--- src/rtl/cap_pkg.sv ---
package cap_pkg;

   typedef enum logic {
      EDGE_RISE = 1'b0,
      EDGE_FALL = 1'b1
   } edge_sel_e;

   // pick the transition of interest from the rising/falling pair
   function automatic logic pick_edge(edge_sel_e sel, logic rise, logic fall);
      return (sel == EDGE_FALL) ? fall : rise;
   endfunction

endpackage

--- src/rtl/cap_sync.sv ---
module cap_sync #(
   parameter int STAGES = 2
) (
   input  logic clk,
   input  logic rst_n,
   input  logic d_i,
   output logic q_o
);

   if (STAGES < 2) begin : g_bad_stages
      $error("cap_sync: STAGES must be at least 2");
   end

   logic [STAGES-1:0] chain_q;

   always_ff @(posedge clk or negedge rst_n) begin
      if (!rst_n) chain_q <= '0;
      else        chain_q <= {chain_q[STAGES-2:0], d_i};
   end

   assign q_o = chain_q[STAGES-1];

endmodule

--- src/rtl/cap_filter.sv ---
module cap_filter #(
   parameter int LEN = 4
) (
   input  logic clk,
   input  logic rst_n,
   input  logic en_i,
   input  logic d_i,
   output logic lvl_o
);

   if (LEN < 1) begin : g_bad_len
      $error("cap_filter: LEN must be at least 1");
   end

   if (LEN == 1) begin : g_plain
      // a run length of one is no filter at all
      logic lvl_q;
      always_ff @(posedge clk or negedge rst_n) begin
         if (!rst_n) lvl_q <= 1'b0;
         else        lvl_q <= d_i;
      end
      assign lvl_o = lvl_q;
      logic unused_en;
      assign unused_en = en_i;
   end else begin : g_run
      localparam int CW = $clog2(LEN);
      localparam logic [CW-1:0] LAST = CW'(LEN - 1);

      logic          lvl_q;
      logic [CW-1:0] run_q;

      always_ff @(posedge clk or negedge rst_n) begin
         if (!rst_n) begin
            lvl_q <= 1'b0;
            run_q <= '0;
         end else if (!en_i) begin
            lvl_q <= d_i;
            run_q <= '0;
         end else if (d_i == lvl_q) begin
            run_q <= '0;
         end else if (run_q == LAST) begin
            lvl_q <= d_i;
            run_q <= '0;
         end else begin
            run_q <= run_q + CW'(1);
         end
      end

      assign lvl_o = lvl_q;
   end

endmodule

--- src/rtl/cap_event.sv ---
module cap_event
   import cap_pkg::*;
#(
   parameter int EVW = 4
) (
   input  logic           clk,
   input  logic           rst_n,
   input  logic           lvl_i,
   input  edge_sel_e      sel_i,
   input  logic [EVW-1:0] evt_n_i,
   output logic           fire_o
);

   if (EVW < 1) begin : g_bad_evw
      $error("cap_event: EVW must be at least 1");
   end

   logic           lvl_d_q;
   logic [EVW-1:0] seen_q;
   logic           rise, fall, qual, last;
   logic [EVW:0]   seen_nx;

   assign rise    = lvl_i & ~lvl_d_q;
   assign fall    = ~lvl_i & lvl_d_q;
   assign qual    = pick_edge(sel_i, rise, fall);
   assign seen_nx = {1'b0, seen_q} + (EVW+1)'(1);
   // a count of 0 behaves like 1; a count lowered below progress fires at once
   assign last    = (seen_nx >= {1'b0, evt_n_i});
   assign fire_o  = qual & last;

   always_ff @(posedge clk or negedge rst_n) begin
      if (!rst_n) begin
         lvl_d_q <= 1'b0;
         seen_q  <= '0;
      end else begin
         lvl_d_q <= lvl_i;
         if (qual) seen_q <= last ? '0 : seen_nx[EVW-1:0];
      end
   end

endmodule

--- src/rtl/cap_unit.sv ---
module cap_unit
   import cap_pkg::*;
#(
   parameter int NCH         = 2,
   parameter int TW          = 16,
   parameter int EVW         = 4,
   parameter int FILT_LEN    = 4,
   parameter int SYNC_STAGES = 2
) (
   input  logic              clk,
   input  logic              rst_n,
   input  logic [NCH-1:0]    pin_i,
   input  logic [TW-1:0]     tmr_i,
   input  logic [NCH-1:0]    edge_fall_i,
   input  logic [NCH-1:0]    filt_en_i,
   input  logic [NCH*EVW-1:0] evt_cnt_i,
   input  logic [NCH-1:0]    flag_clr_i,
   output logic [NCH*TW-1:0] cap_val_o,
   output logic [NCH-1:0]    cap_flag_o,
   output logic              irq_o
);

   if (NCH < 1) begin : g_bad_nch
      $error("cap_unit: NCH must be at least 1");
   end
   if (TW < 1) begin : g_bad_tw
      $error("cap_unit: TW must be at least 1");
   end

   logic [NCH-1:0] cap_fire;

   for (genvar c = 0; c < NCH; c++) begin : g_ch
      logic          pin_s;
      logic          lvl;
      logic [TW-1:0] val_q;
      logic          flag_q;

      cap_sync #(.STAGES(SYNC_STAGES)) u_sync (
         .clk   (clk),
         .rst_n (rst_n),
         .d_i   (pin_i[c]),
         .q_o   (pin_s)
      );

      cap_filter #(.LEN(FILT_LEN)) u_filt (
         .clk   (clk),
         .rst_n (rst_n),
         .en_i  (filt_en_i[c]),
         .d_i   (pin_s),
         .lvl_o (lvl)
      );

      cap_event #(.EVW(EVW)) u_evt (
         .clk     (clk),
         .rst_n   (rst_n),
         .lvl_i   (lvl),
         .sel_i   (edge_sel_e'(edge_fall_i[c])),
         .evt_n_i (evt_cnt_i[c*EVW +: EVW]),
         .fire_o  (cap_fire[c])
      );

      always_ff @(posedge clk or negedge rst_n) begin
         if (!rst_n) begin
            val_q  <= '0;
            flag_q <= 1'b0;
         end else begin
            if (cap_fire[c]) val_q <= tmr_i;
            if (cap_fire[c])        flag_q <= 1'b1;
            else if (flag_clr_i[c]) flag_q <= 1'b0;
         end
      end

      assign cap_val_o[c*TW +: TW] = val_q;
      assign cap_flag_o[c]         = flag_q;
   end

   assign irq_o = |cap_flag_o;

endmodule

--- config.mk ---
export PLATFORM = sky130hd
export DESIGN_NAME = cap_unit
export DESIGN_NICKNAME = d
export VERILOG_FILES = /design/src/rtl/cap_pkg.sv /design/src/rtl/cap_sync.sv /design/src/rtl/cap_filter.sv /design/src/rtl/cap_event.sv /design/src/rtl/cap_unit.sv
export SDC_FILE = /design/constraint.sdc
export NUM_CORES = 1
export LEC_CHECK = 0
export BUFFER_PORTS_ARGS = -buffer_cell sky130_fd_sc_hd__buf_2
export CELL_PAD_IN_SITES_DETAIL_PLACEMENT = 2
export CELL_PAD_IN_SITES_GLOBAL_PLACEMENT = 2
export CORE_MARGIN = 2
export CORE_UTILIZATION = 30
export DETAILED_ROUTE_END_ITERATION = 8
export GPL_TIMING_DRIVEN = 1
export PLACE_DENSITY = 0.78
export SYNTH_ARGS = -nofsm -noshare
export SYNTH_HDL_FRONTEND = slang
export SYNTH_SLANG_ARGS = --single-unit
--- constraint.sdc ---
create_clock -name clk -period 2.3 [get_ports clk]
set_input_delay 0.23 -clock clk [delete_from_list [all_inputs] [get_ports clk]]
set_output_delay 0.23 -clock clk [all_outputs]
set_load 0.1 [all_outputs]
==> results.sh <==
export IMPL_status="finished with violations"
export IMPL_violations="negative hold slack"
export IMPL_htreeDepth=2
export IMPL_io_buffers=68
export IMPL_wl_mm=6.265
export IMPL_overflow=0
export IMPL_dr_pass1_iters=3
export IMPL_post_drt_wl_per_cell_um=16.23
export IMPL_antenna_found_initial=0
export IMPL_n_antenna_cell=0
export IMPL_yosys_area_share_simple_pct=8.034
export IMPL_drive_above_1_share_pct=50.53
export IMPL_root_buffer="clkbuf_8"
export IMPL_syn_to_final_growth_pct=32.69
export IMPL_worst_pin_slew_ns=0.8159
export IMPL_syn_avg_cell_area_um2=12.83
export IMPL_r2r_slack_ns=0.001
export IMPL_max_clock_freq_mhz=435.1
export IMPL_drtAntennaViolNets=0
export IMPL_final_cell_mix="buf_2 (68), dfrtp_1 (52), mux2_2 (21)"
export IMPL_critPathMostFrequentCell="ha_4"
export IMPL_maxSlewHeadroom_pct=45.61
export IMPL_min_path_type="input pin to async pin"
export IMPL_io_pins=69
export IMPL_multi_input_area_um2=1100
export IMPL_core_um2=8093
export IMPL_worstSetupPathType="register to register"
export IMPL_ys_ff_latch=54
export IMPL_cts_tree="yes"
export IMPL_cts_buffers_inserted=5
export IMPL_place_gp_congestion=0.7612
export IMPL_clk_pin_slew_ns=0.11
export IMPL_yosys_top_cells_area="dfrtp_1 (55%), mux2_2 (11%), ha_1 (6.1%), mux2_4 (5.5%), o21ai_0 (2.8%)"
export IMPL_vias=1839
export IMPL_viasPerCell=4.764
export IMPL_fp_row_count=33
export IMPL_fill_cells=901
export IMPL_whs_ns=-0.001636
export IMPL_setup_violations=0
export IMPL_synth_top_family_by_area="multiplexers"
export IMPL_synth_compound_area_share_pct=8.843
export IMPL_first_global_vias=2034
export IMPL_syn_inst=193
export IMPL_dieWidth_um=94.85
export IMPL_ys_seq_area_share_pct=54.57
export IMPL_hpwlAfterDp_mm=4.633
export IMPL_cpMaxStageDelayCell="dfrtp_1"
export IMPL_hold_violations=2
export IMPL_maxCapViolCount=0
export IMPL_synth_top_area_share_pct=54.57
export IMPL_crit_arrival_ns=2.51
export IMPL_pre_cts_ws_ns=-0.007110
export IMPL_synthAdderAreaFrac_pct=6.064
export IMPL_track_usage_pct=13.76
export IMPL_period_share_pct=99.94
export IMPL_synth_edf_count=0
export IMPL_stdcell_area_um2=3286
export IMPL_placed_cell_area_um2=3007
export IMPL_max_stage_delay_ns=0.44
export IMPL_path_cells="ha_4, nor2b_4, or2_4, ha_4, o21ai_2, a21oi_2, o311ai_4, buf_4, clkbuf_16, mux2_2"
export IMPL_synth_largest_area_cell="dfrtp_1"
export IMPL_clock_skew_final_ns=0.01337
export IMPL_final_common_cell="buf_2"
export IMPL_crit_path_end_kind="register"
export IMPL_initial_core_util_pct=30.60
export IMPL_rsz0062_at_grt="yes"
export IMPL_async_reset_ff_share_pct=100.0
export IMPL_clkSinkCount=54
export IMPL_crit_fanout=6
export IMPL_synth_nets=239
export IMPL_seqCellArea_um2=1354
export IMPL_synth_flop_cell="dfrtp_1"
export IMPL_syn_area_um2=2476
export IMPL_clk_latency_ns=0.32
export IMPL_placed_cells=369
export IMPL_synth_mux_area_fraction_pct=16.83
export IMPL_worst_ep_required_time_ns=2.51
export IMPL_drc=0
export IMPL_slew_violations=0
export IMPL_drtIter0Drc=30
export IMPL_period_needed_ns=2.299
export IMPL_synth_cell_types=33
export IMPL_grt_pass1_wl_mm=9.604
export IMPL_startpoint_type="register"
export IMPL_grt_max_degree=37
export IMPL_instances_no_fill=386
export IMPL_fin_ws_ns=0.001486
export IMPL_dieArea_um2=8997
export IMPL_synth_warnings=0
export IMPL_clock_path_buffers=2
export IMPL_finalNetCount=326
export IMPL_hold_buffers=0
export IMPL_synth_xor_xnor_area_share_pct=1.769
export IMPL_die_h_um=94.85
-- final timing paths --
check / startpoint / to / depth (start not counted)
min in group clk: pin_i[1] / g_ch[1].u_sync.chain_q[0]$_DFF_PN0_ / 1
max reg2reg: g_ch[1].u_evt.seen_q[1]$_DFFE_PN0P_ / g_ch[1].val_q[10]$_DFFE_PN0P_ / 10
max: g_ch[1].u_evt.seen_q[1]$_DFFE_PN0P_ / g_ch[1].val_q[10]$_DFFE_PN0P_ / 10
max in group asynchronous: rst_n / g_ch[1].u_evt.lvl_d_q$_DFF_PN0_ / 2
min: rst_n / g_ch[1].val_q[13]$_DFFE_PN0P_ / 1
min reg2reg: g_ch[0].u_sync.chain_q[0]$_DFF_PN0_ / g_ch[0].u_sync.chain_q[1]$_DFF_PN0_ / 0
-- registers in the layout (all words and copies together), names as in the netlist --
name                     count
g_ch.u_evt.lvl_d_q           2
g_ch.u_sync.chain_q          4
g_ch.u_evt.seen_q            8
g_ch.u_filt.g_run.run_q      4
g_ch.val_q                  32
g_ch.u_filt.lvl_o            2
g_ch.flag_q                  2
-- cells in the mapped netlist, types with 2 or more instances --
cell type / count
a31oi_1: 2
buf_4: 3
a21oi_1: 2
nand2_1: 17
nor3_1: 2
nand2b_1: 9
xor2_1: 3
inv_1: 10
nand3_1: 3
o21ai_0: 14
o211ai_1: 2
mux2_2: 25
and3_1: 2
a211oi_1: 2
o22a_1: 2
dfrtp_1: 54
mux2_4: 9
ha_1: 12
xnor2_1: 2
nor2_1: 4
nor2b_1: 2
-- cell families (layout without fill, tap and decap cells) --
| group | Yosys count | in the layout |
|---|---|---|
| buffers and inverters | 16 | 104 |
| flip-flops | 54 | 54 |
| multiplexers | 34 | 34 |
| AND/OR/NAND/NOR | 41 | 41 |
| XOR/XNOR | 5 | 5 |
| AO/OA/AOI/OAI | 31 | 31 |
| adder cells (fa/ha/maj) | 12 | 12 |
-- worst max-delay path: cells and delay by family (launching register included) --
kind | cells | cell delay (ns)
compound gates | 3 | 0.36
simple gates | 2 | 0.35
mux | 1 | 0.33
fa+ha+maj | 2 | 0.41
buf+inv | 2 | 0.32
flops | 1 | 0.44
-- metal layers --
metal	part of all wire, %	routed length [µm]	GRT usage (%)
met1	42	2651	16.09
met2	53	3317	25.53
met3	4.0	253	3.192
met4	0.67	42	2.899
met5	0	0	0
-- repair_timing --
item                                    4_1_cts  5_1_grt
gates resized for setup                       0       17
setup buffers                                 1        6
gates cloned                                  0        2
pin swaps                                     0        3
endpoints found under the setup margin        6       32
-- cell type report --
class	count	area share [%]
sequential	54	41.20
multi-input combinational	123	33.47
timing repair buffer	86	16.64
tap	105	3.998
clock buffer	5	2.094
clock inverter	3	1.447
inverter	10	1.142
-- stage by stage --
step	hold slack [ns]	setup TNS, ns	util [%]
global placement	0.3351	0	37.15
CTS	0.008984	0	38.68
detailed placement	0.3418	-0.007110	37.15
floorplan	-0.06559	0	-
global route	0.001328	-1.045	40.60
finish	-0.001636	0	40.60
Power is left out: the tool's default activity adds up to more than one toggle a clock period on the data nets, which glitch-free logic cannot reach.
